--- config.mk ---
export PLATFORM = sky130hd
export DESIGN_NAME = burst_guard
export DESIGN_NICKNAME = d
export VERILOG_FILES = /design/src/rtl/burst_guard_pkg.sv /design/src/rtl/bg_route_fifo.sv /design/src/rtl/bg_rd_path.sv /design/src/rtl/bg_wr_path.sv /design/src/rtl/burst_guard.sv
export SDC_FILE = /design/constraint.sdc
export NUM_CORES = 1
export LEC_CHECK = 0
export BUFFER_PORTS_ARGS = -buffer_cell sky130_fd_sc_hd__buf_4
export CORE_AREA = 2 2 139 141
export CTS_CLUSTER_DIAMETER = 60
export DETAILED_ROUTE_END_ITERATION = 16
export DIE_AREA = 0 0 141 143
export HOLD_SLACK_MARGIN = 0.05
export PLACE_DENSITY = 0.53
export SYNTH_ARGS = -nofsm -noshare
export SYNTH_HDL_FRONTEND = slang
export SYNTH_SLANG_ARGS = --single-unit
--- constraint.sdc ---
create_clock -name clk -period 2.4 [get_ports clk]
set_input_delay 0.48 -clock clk [delete_from_list [all_inputs] [get_ports clk]]
set_output_delay 0.48 -clock clk [all_outputs]
set_load 0.02 [all_outputs]
--- src/rtl/burst_guard_pkg.sv ---
package burst_guard_pkg;

    typedef enum logic [1:0] {
        BT_FIXED = 2'b00,
        BT_INCR  = 2'b01,
        BT_WRAP  = 2'b10,
        BT_RSVD  = 2'b11
    } burst_e;

    localparam logic [1:0] RESP_OKAY   = 2'b00;
    localparam logic [1:0] RESP_SLVERR = 2'b10;

    function automatic logic burst_is_legal(input logic [1:0] code);
        return code == BT_INCR;
    endfunction

endpackage

--- src/rtl/bg_route_fifo.sv ---
module bg_route_fifo #(
    parameter int W     = 5,
    parameter int DEPTH = 4
) (
    input  logic         clk,
    input  logic         rst_n,
    input  logic         push,
    input  logic [W-1:0] push_data,
    input  logic         pop,
    output logic [W-1:0] head,
    output logic         empty,
    output logic         full
);
    localparam int PTR_W = (DEPTH > 1) ? $clog2(DEPTH) : 1;
    localparam int CNT_W = $clog2(DEPTH + 1);

    typedef struct packed {
        logic [DEPTH-1:0][W-1:0] mem;
        logic [PTR_W-1:0]        wp;
        logic [PTR_W-1:0]        rp;
        logic [CNT_W-1:0]        cnt;
    } fifo_st_t;

    fifo_st_t st_d, st_q;

    function automatic logic [PTR_W-1:0] ptr_next(input logic [PTR_W-1:0] p);
        return (p == PTR_W'(DEPTH - 1)) ? '0 : p + PTR_W'(1);
    endfunction

    always_comb begin
        st_d = st_q;
        if (push) begin
            st_d.mem[st_q.wp] = push_data;
            st_d.wp           = ptr_next(st_q.wp);
        end
        if (pop) begin
            st_d.rp = ptr_next(st_q.rp);
        end
        case ({push, pop})
            2'b10:   st_d.cnt = st_q.cnt + CNT_W'(1);
            2'b01:   st_d.cnt = st_q.cnt - CNT_W'(1);
            default: st_d.cnt = st_q.cnt;
        endcase
    end

    always_ff @(posedge clk or negedge rst_n) begin
        if (!rst_n) st_q <= '0;
        else        st_q <= st_d;
    end

    assign head  = st_q.mem[st_q.rp];
    assign empty = (st_q.cnt == '0);
    assign full  = (st_q.cnt == CNT_W'(DEPTH));

endmodule

--- src/rtl/bg_rd_path.sv ---
module bg_rd_path
    import burst_guard_pkg::*;
#(
    parameter int ID_W   = 4,
    parameter int ADDR_W = 32,
    parameter int DATA_W = 32,
    parameter int LEN_W  = 8
) (
    input  logic              clk,
    input  logic              rst_n,
    input  logic              s_ar_valid,
    output logic              s_ar_ready,
    input  logic [ID_W-1:0]   s_ar_id,
    input  logic [ADDR_W-1:0] s_ar_addr,
    input  logic [LEN_W-1:0]  s_ar_len,
    input  logic [1:0]        s_ar_burst,
    output logic              s_r_valid,
    input  logic              s_r_ready,
    output logic [ID_W-1:0]   s_r_id,
    output logic [DATA_W-1:0] s_r_data,
    output logic [1:0]        s_r_resp,
    output logic              s_r_last,
    output logic              d_ar_valid,
    input  logic              d_ar_ready,
    output logic [ID_W-1:0]   d_ar_id,
    output logic [ADDR_W-1:0] d_ar_addr,
    output logic [LEN_W-1:0]  d_ar_len,
    input  logic              d_r_valid,
    output logic              d_r_ready,
    input  logic [ID_W-1:0]   d_r_id,
    input  logic [DATA_W-1:0] d_r_data,
    input  logic [1:0]        d_r_resp,
    input  logic              d_r_last,
    output logic              bad_rd_accept
);
    typedef struct packed {
        logic             err_active;
        logic [ID_W-1:0]  err_id;
        logic [LEN_W-1:0] err_left;
        logic             err_in_burst;
        logic             ds_in_burst;
        logic             lock;
        logic             lock_err;
    } rd_st_t;

    rd_st_t st_d, st_q;
    logic   legal;
    logic   sel_err;
    logic   err_hs;
    logic   ds_hs;

    always_comb begin
        legal         = burst_is_legal(s_ar_burst);
        d_ar_valid    = s_ar_valid && legal;
        d_ar_id       = s_ar_id;
        d_ar_addr     = s_ar_addr;
        d_ar_len      = s_ar_len;
        s_ar_ready    = legal ? d_ar_ready : !st_q.err_active;
        bad_rd_accept = s_ar_valid && !legal && !st_q.err_active;

        if (st_q.lock)              sel_err = st_q.lock_err;
        else if (st_q.ds_in_burst)  sel_err = 1'b0;
        else if (st_q.err_in_burst) sel_err = 1'b1;
        else                        sel_err = st_q.err_active;

        if (sel_err) begin
            s_r_valid = st_q.err_active;
            s_r_id    = st_q.err_id;
            s_r_data  = '0;
            s_r_resp  = RESP_SLVERR;
            s_r_last  = (st_q.err_left == '0);
        end else begin
            s_r_valid = d_r_valid;
            s_r_id    = d_r_id;
            s_r_data  = d_r_data;
            s_r_resp  = d_r_resp;
            s_r_last  = d_r_last;
        end
        d_r_ready = s_r_ready && !sel_err;
        err_hs    = sel_err && st_q.err_active && s_r_ready;
        ds_hs     = !sel_err && d_r_valid && s_r_ready;

        st_d = st_q;
        if (bad_rd_accept) begin
            st_d.err_active   = 1'b1;
            st_d.err_id       = s_ar_id;
            st_d.err_left     = s_ar_len;
            st_d.err_in_burst = 1'b0;
        end
        if (err_hs) begin
            if (st_q.err_left == '0) begin
                st_d.err_active   = 1'b0;
                st_d.err_in_burst = 1'b0;
            end else begin
                st_d.err_left     = st_q.err_left - LEN_W'(1);
                st_d.err_in_burst = 1'b1;
            end
        end
        if (ds_hs) begin
            st_d.ds_in_burst = !d_r_last;
        end
        st_d.lock     = s_r_valid && !s_r_ready;
        st_d.lock_err = sel_err;
    end

    always_ff @(posedge clk or negedge rst_n) begin
        if (!rst_n) st_q <= '0;
        else        st_q <= st_d;
    end

endmodule

--- src/rtl/bg_wr_path.sv ---
module bg_wr_path
    import burst_guard_pkg::*;
#(
    parameter int ID_W     = 4,
    parameter int ADDR_W   = 32,
    parameter int DATA_W   = 32,
    parameter int LEN_W    = 8,
    parameter int WQ_DEPTH = 4
) (
    input  logic              clk,
    input  logic              rst_n,
    input  logic              s_aw_valid,
    output logic              s_aw_ready,
    input  logic [ID_W-1:0]   s_aw_id,
    input  logic [ADDR_W-1:0] s_aw_addr,
    input  logic [LEN_W-1:0]  s_aw_len,
    input  logic [1:0]        s_aw_burst,
    input  logic              s_w_valid,
    output logic              s_w_ready,
    input  logic [DATA_W-1:0] s_w_data,
    input  logic              s_w_last,
    output logic              s_b_valid,
    input  logic              s_b_ready,
    output logic [ID_W-1:0]   s_b_id,
    output logic [1:0]        s_b_resp,
    output logic              d_aw_valid,
    input  logic              d_aw_ready,
    output logic [ID_W-1:0]   d_aw_id,
    output logic [ADDR_W-1:0] d_aw_addr,
    output logic [LEN_W-1:0]  d_aw_len,
    output logic              d_w_valid,
    input  logic              d_w_ready,
    output logic [DATA_W-1:0] d_w_data,
    output logic              d_w_last,
    input  logic              d_b_valid,
    output logic              d_b_ready,
    input  logic [ID_W-1:0]   d_b_id,
    input  logic [1:0]        d_b_resp,
    output logic              bad_wr_accept
);
    localparam int RT_W = ID_W + 1;

    typedef struct packed {
        logic            berr_pend;
        logic [ID_W-1:0] berr_id;
        logic            lock;
        logic            lock_err;
    } wr_st_t;

    wr_st_t          st_d, st_q;
    logic            legal;
    logic            q_push, q_pop, q_empty, q_full;
    logic [RT_W-1:0] q_in, q_head;
    logic            head_drop;
    logic [ID_W-1:0] head_id;
    logic            w_hs;
    logic            sel_err;
    logic            berr_hs;

    bg_route_fifo #(.W(RT_W), .DEPTH(WQ_DEPTH)) i_route (
        .clk       (clk),
        .rst_n     (rst_n),
        .push      (q_push),
        .push_data (q_in),
        .pop       (q_pop),
        .head      (q_head),
        .empty     (q_empty),
        .full      (q_full)
    );

    always_comb begin
        legal         = burst_is_legal(s_aw_burst);
        d_aw_valid    = s_aw_valid && legal && !q_full;
        d_aw_id       = s_aw_id;
        d_aw_addr     = s_aw_addr;
        d_aw_len      = s_aw_len;
        s_aw_ready    = !q_full && (legal ? d_aw_ready : 1'b1);
        q_push        = s_aw_valid && s_aw_ready;
        q_in          = {!legal, s_aw_id};
        bad_wr_accept = q_push && !legal;

        head_drop = q_head[RT_W-1];
        head_id   = q_head[ID_W-1:0];
        d_w_valid = s_w_valid && !q_empty && !head_drop;
        d_w_data  = s_w_data;
        d_w_last  = s_w_last;
        s_w_ready = !q_empty && (head_drop ? !st_q.berr_pend : d_w_ready);
        w_hs      = s_w_valid && s_w_ready;
        q_pop     = w_hs && s_w_last;

        sel_err = st_q.lock ? st_q.lock_err : st_q.berr_pend;
        if (sel_err) begin
            s_b_valid = st_q.berr_pend;
            s_b_id    = st_q.berr_id;
            s_b_resp  = RESP_SLVERR;
        end else begin
            s_b_valid = d_b_valid;
            s_b_id    = d_b_id;
            s_b_resp  = d_b_resp;
        end
        d_b_ready = s_b_ready && !sel_err;
        berr_hs   = sel_err && st_q.berr_pend && s_b_ready;

        st_d = st_q;
        if (berr_hs) begin
            st_d.berr_pend = 1'b0;
        end
        if (q_pop && head_drop) begin
            st_d.berr_pend = 1'b1;
            st_d.berr_id   = head_id;
        end
        st_d.lock     = s_b_valid && !s_b_ready;
        st_d.lock_err = sel_err;
    end

    always_ff @(posedge clk or negedge rst_n) begin
        if (!rst_n) st_q <= '0;
        else        st_q <= st_d;
    end

endmodule

--- src/rtl/burst_guard.sv ---
module burst_guard
    import burst_guard_pkg::*;
#(
    parameter int ID_W     = 4,
    parameter int ADDR_W   = 32,
    parameter int DATA_W   = 32,
    parameter int LEN_W    = 8,
    parameter int WQ_DEPTH = 4
) (
    input  logic              clk,
    input  logic              rst_n,
    input  logic              s_ar_valid,
    output logic              s_ar_ready,
    input  logic [ID_W-1:0]   s_ar_id,
    input  logic [ADDR_W-1:0] s_ar_addr,
    input  logic [LEN_W-1:0]  s_ar_len,
    input  logic [1:0]        s_ar_burst,
    output logic              s_r_valid,
    input  logic              s_r_ready,
    output logic [ID_W-1:0]   s_r_id,
    output logic [DATA_W-1:0] s_r_data,
    output logic [1:0]        s_r_resp,
    output logic              s_r_last,
    input  logic              s_aw_valid,
    output logic              s_aw_ready,
    input  logic [ID_W-1:0]   s_aw_id,
    input  logic [ADDR_W-1:0] s_aw_addr,
    input  logic [LEN_W-1:0]  s_aw_len,
    input  logic [1:0]        s_aw_burst,
    input  logic              s_w_valid,
    output logic              s_w_ready,
    input  logic [DATA_W-1:0] s_w_data,
    input  logic              s_w_last,
    output logic              s_b_valid,
    input  logic              s_b_ready,
    output logic [ID_W-1:0]   s_b_id,
    output logic [1:0]        s_b_resp,
    output logic              d_ar_valid,
    input  logic              d_ar_ready,
    output logic [ID_W-1:0]   d_ar_id,
    output logic [ADDR_W-1:0] d_ar_addr,
    output logic [LEN_W-1:0]  d_ar_len,
    input  logic              d_r_valid,
    output logic              d_r_ready,
    input  logic [ID_W-1:0]   d_r_id,
    input  logic [DATA_W-1:0] d_r_data,
    input  logic [1:0]        d_r_resp,
    input  logic              d_r_last,
    output logic              d_aw_valid,
    input  logic              d_aw_ready,
    output logic [ID_W-1:0]   d_aw_id,
    output logic [ADDR_W-1:0] d_aw_addr,
    output logic [LEN_W-1:0]  d_aw_len,
    output logic              d_w_valid,
    input  logic              d_w_ready,
    output logic [DATA_W-1:0] d_w_data,
    output logic              d_w_last,
    input  logic              d_b_valid,
    output logic              d_b_ready,
    input  logic [ID_W-1:0]   d_b_id,
    input  logic [1:0]        d_b_resp,
    output logic [1:0]        irq_bad_burst
);
    typedef struct packed {
        logic [1:0] irq;
    } top_st_t;

    top_st_t st_d, st_q;
    logic    bad_rd_accept;
    logic    bad_wr_accept;

    bg_rd_path #(
        .ID_W(ID_W), .ADDR_W(ADDR_W), .DATA_W(DATA_W), .LEN_W(LEN_W)
    ) i_rd (
        .clk(clk), .rst_n(rst_n),
        .s_ar_valid(s_ar_valid), .s_ar_ready(s_ar_ready), .s_ar_id(s_ar_id),
        .s_ar_addr(s_ar_addr), .s_ar_len(s_ar_len), .s_ar_burst(s_ar_burst),
        .s_r_valid(s_r_valid), .s_r_ready(s_r_ready), .s_r_id(s_r_id),
        .s_r_data(s_r_data), .s_r_resp(s_r_resp), .s_r_last(s_r_last),
        .d_ar_valid(d_ar_valid), .d_ar_ready(d_ar_ready), .d_ar_id(d_ar_id),
        .d_ar_addr(d_ar_addr), .d_ar_len(d_ar_len),
        .d_r_valid(d_r_valid), .d_r_ready(d_r_ready), .d_r_id(d_r_id),
        .d_r_data(d_r_data), .d_r_resp(d_r_resp), .d_r_last(d_r_last),
        .bad_rd_accept(bad_rd_accept)
    );

    bg_wr_path #(
        .ID_W(ID_W), .ADDR_W(ADDR_W), .DATA_W(DATA_W), .LEN_W(LEN_W),
        .WQ_DEPTH(WQ_DEPTH)
    ) i_wr (
        .clk(clk), .rst_n(rst_n),
        .s_aw_valid(s_aw_valid), .s_aw_ready(s_aw_ready), .s_aw_id(s_aw_id),
        .s_aw_addr(s_aw_addr), .s_aw_len(s_aw_len), .s_aw_burst(s_aw_burst),
        .s_w_valid(s_w_valid), .s_w_ready(s_w_ready), .s_w_data(s_w_data),
        .s_w_last(s_w_last),
        .s_b_valid(s_b_valid), .s_b_ready(s_b_ready), .s_b_id(s_b_id),
        .s_b_resp(s_b_resp),
        .d_aw_valid(d_aw_valid), .d_aw_ready(d_aw_ready), .d_aw_id(d_aw_id),
        .d_aw_addr(d_aw_addr), .d_aw_len(d_aw_len),
        .d_w_valid(d_w_valid), .d_w_ready(d_w_ready), .d_w_data(d_w_data),
        .d_w_last(d_w_last),
        .d_b_valid(d_b_valid), .d_b_ready(d_b_ready), .d_b_id(d_b_id),
        .d_b_resp(d_b_resp),
        .bad_wr_accept(bad_wr_accept)
    );

    always_comb begin
        st_d     = st_q;
        st_d.irq = {bad_wr_accept, bad_rd_accept};
    end

    always_ff @(posedge clk or negedge rst_n) begin
        if (!rst_n) st_q <= '0;
        else        st_q <= st_d;
    end

    assign irq_bad_burst = st_q.irq;

endmodule

==> impl_metrics.env <==
export IMPL_utilization_pct=24.5
export IMPL_row_count=50
export IMPL_drtIter0Drc=90
export IMPL_clock_sinks=53
export IMPL_endpoint_kind="output port"
export IMPL_dp_cells=665
export IMPL_synth_mux_area_share_pct=14.5
export IMPL_place_hpwl_mm=9.18
export IMPL_antenna_left=0
export IMPL_cts_buffers=5
export IMPL_finClkSkew_ns=0.00613
export IMPL_drv_slew=0
export IMPL_htree_levels=2
export IMPL_worst_pin_slew_ns=0.705
export IMPL_whs_ns=0.224
export IMPL_layout_cells_non_filler=673
export IMPL_grt_pass1_vias=2949
export IMPL_fin_area_um2=4560
export IMPL_die_area_um2=20200
export IMPL_synthArstFlopShare_pct=100
export IMPL_io_buffers=151
export IMPL_synth_fp_nets=592
export IMPL_synth_compound_area_share_pct=6.33
export IMPL_antenna_diode_count=0
export IMPL_grt_usage_pct=10.6
export IMPL_cts_tree="built"
export IMPL_die_w_um=141
export IMPL_gr_total_overflow=0
export IMPL_area_growth_pct=18.2
export IMPL_fin_crit_ns=2.31
export IMPL_worstSetupStartpoint="i_rd.st_q[16]"
export IMPL_start_util_pct=20.7
export IMPL_grt_pass1_wl_mm=16.2
export IMPL_synthDominantCellAreaShare_pct=34.4
export IMPL_grt_max_degree=54
export IMPL_yosys_area_top_type="dfrtp_1"
export IMPL_synth_flop_cell="dfrtp_1"
export IMPL_core_um2=18600
export IMPL_relSlewSlack_pct=53.0
export IMPL_setup_viol=0
export IMPL_cap_violations=0
export IMPL_r2r_start="i_wr.i_route.st_q[4]"
export IMPL_io_pins=360
export IMPL_dr_pass1_iters=4
export IMPL_cp_slowest_cell="dfrtp_1"
export IMPL_worstSkewPairLatency_ns=0.29
export IMPL_arrival_ns=1.83
export IMPL_post_drt_wl_per_cell_um=16.3
export IMPL_drcViolationCount=0
export IMPL_hold_viol=0
export IMPL_finalSetupTns_ns=0
export IMPL_wl_mm=11.0
export IMPL_vias_per_cell=4.13
export IMPL_synth_warnings=0
export IMPL_path_clk_slew_ns=0.07
export IMPL_postCtsSetupBuffers=0
export IMPL_yosysUniqueCellTypes=42
export IMPL_critical_path_class="reg -> out"
export IMPL_r2r_slack_ns=0.21
export IMPL_antenna_found_initial=0
export IMPL_start_kind="flop"
export IMPL_cpMostUsedCell="buf_4"
export IMPL_path_cells="o21a_1, nor2_2, buf_4, mux2_2, buf_4"
export IMPL_gp_congestion=0.797
export IMPL_syn_inst=401
export IMPL_synth_edf_count=0
export IMPL_avgSynthCellArea_um2=9.61
export IMPL_yosys_area_share_adder_pct=3.12
export IMPL_fmax_ghz=0.432
export IMPL_rsz0062_at_grt="false"
export IMPL_power_density_nw_per_um2=1060
export IMPL_synth_ff_latch_count=53
export IMPL_yosys_area_share_simple_pct=14.4
export IMPL_min_path_type="in -> async"
export IMPL_critical_path_max_stage_delay_ns=0.46
export IMPL_p_leak_nw=2.20
export IMPL_cts_buffer_depth=2
export IMPL_ir_drop_mv=0.406
export IMPL_vias=2779
export IMPL_die_y_um=143
export IMPL_final_nets=629
export IMPL_worst_ep_required_time_ns=1.92
export IMPL_period_share_pct=96.4
export IMPL_synth_top_family_by_area="buffers and inverters"
export IMPL_synth_seq_area_share_pct=34.4
export IMPL_yosys_top_cells_area="dfrtp_1, buf_4, mux2_2"
export IMPL_synth_xor_area_share_pct=0.682
export IMPL_status="finished clean"
export IMPL_drive_above_1_share_pct=46.7
export IMPL_syn_cell_area_um2=3850
export IMPL_worstPathMaxFanout=20
export IMPL_postPlaceCellArea_um2=4380
export IMPL_cts_root_buf="clkbuf_16"
-- cell usage in the layout, fill, tap and decap left out, drive strengths merged --
master | Yosys | layout
a211o | 2 | 2
a21o | 1 | 1
a21oi | 10 | 10
a221o | 1 | 1
a2bb2oi | 1 | 1
a31oi | 4 | 4
and2 | 37 | 37
and3 | 2 | 2
and4 | 1 | 1
buf | 124 | 159
bufinv | 0 | 1
clkbuf | 5 | 6
clkinv | 0 | 1
dfrtp | 53 | 53
fa | 1 | 1
ha | 8 | 8
inv | 17 | 17
mux2 | 36 | 36
mux2i | 3 | 3
mux4 | 4 | 4
nand2 | 32 | 32
nand2b | 4 | 4
nand3 | 5 | 5
nand3b | 1 | 1
nand4 | 2 | 2
nor2 | 18 | 18
nor2b | 3 | 3
nor3 | 2 | 2
o211a | 1 | 1
o211ai | 1 | 1
o21a | 3 | 3
o21ai | 9 | 9
o221a | 1 | 1
o22ai | 2 | 2
o31ai | 1 | 1
o32ai | 1 | 1
or3 | 2 | 2
xnor2 | 2 | 2
xor2 | 1 | 1
-- critical path: cells and delay by family, from the launching register on --
kind,cells,cell delay [ns]
simple gates,1,0.07
compound gates,1,0.23
flops,1,0.46
mux,1,0.38
buf+inv,2,0.39
-- metal layers --
| metal | up-vias | global-route usage (%) | part of all wire (%) |
|---|---|---|---|
| met1 | 1291 | 9.86 | 33 |
| met4 | 0 | 4.58 | 3.1 |
| met2 | 175 | 20.6 | 55 |
| li1 | 1278 | - | - |
| met3 | 35 | 3.96 | 8.5 |
| met5 | - | 0 | 0 |
-- final cells by class --
cell class              instances  area, µm²
clock inverters                 2       38.8
fillers                      1998      14000
repair buffers                159       1200
inverters                      17       63.8
well taps                     234        293
multi-input cells             202       1510
clock buffers                   6        129
flip-flops and latches         53       1330
-- synthesized netlist by cell type (2+ instances only) --
cell type	count
and2_1	37
nor2_1	18
mux2_1	2
nor2b_1	3
xnor2_1	2
a21oi_1	10
mux2_2	29
buf_4	121
inv_1	16
o21ai_0	9
buf_6	3
ha_1	8
mux4_1	4
clkbuf_1	5
nand2b_1	4
mux2i_1	3
dfrtp_1	53
a211o_1	2
a31oi_1	4
nand2_1	32
nor3_1	2
nand4_1	2
o21a_1	3
nand3_1	5
o22ai_1	2
mux2_4	5
or3_1	2
-- per-stage QoR --
step	setup slack [ns]	total power (W)
2_1_floorplan	0.157	0.00338
3_3_place_gp	0.246	0.00397
3_5_place_dp	0.198	0.00406
4_1_cts	0.0310	0.00492
5_1_grt	0.00346	0.00521
6_report	0.0856	0.00484
-- worst paths after layout --
| check | end | depth (start not counted) |
|---|---|---|
| setup / recovery | s_r_id[1] | 5 |
| setup reg to reg | i_wr.i_route.st_q[2] | 10 |
| max in group asynchronous | i_rd.st_q[11] | 1 |
| hold reg to reg | i_rd.st_q[15] | 2 |
| min in group clk | i_wr.st_q[1] | 2 |
| hold / removal | i_wr.st_q[1] | 1 |
-- cell families after synthesis --
kind of cell	after synthesis
AOI/OAI and AO/OA	38
xor gates and xnor gates	3
adders and majority gates	9
buffers and inverters	146
DFF	53
muxes	43
and+or+nand+nor	109
-- report_power, final --
part / switching, W / leakage [nW] / internal (W)
clock: 0.000340 / 0.0810 / 0.000496
sequential: 0.000224 / 0.618 / 0.00127
combinational: 0.00125 / 1.50 / 0.00126
-- state kept, by name, indices dropped and copies added (netlist names) --
| name | cells |
|---|---|
| i_rd.st_q | 17 |
| irq_bad_burst | 2 |
| i_wr.st_q | 7 |
| i_wr.i_route.st_q | 27 |
-- repair_timing --
| item | 4_1_cts | 5_1_grt |
|---|---|---|
| endpoints found under the setup margin | 0 | 23 |
| resized for setup | 0 | 2 |
| hold buffers | 0 | 0 |
| hold endpoints to repair | 0 | 0 |
Power figures use the tool's default switching activity.
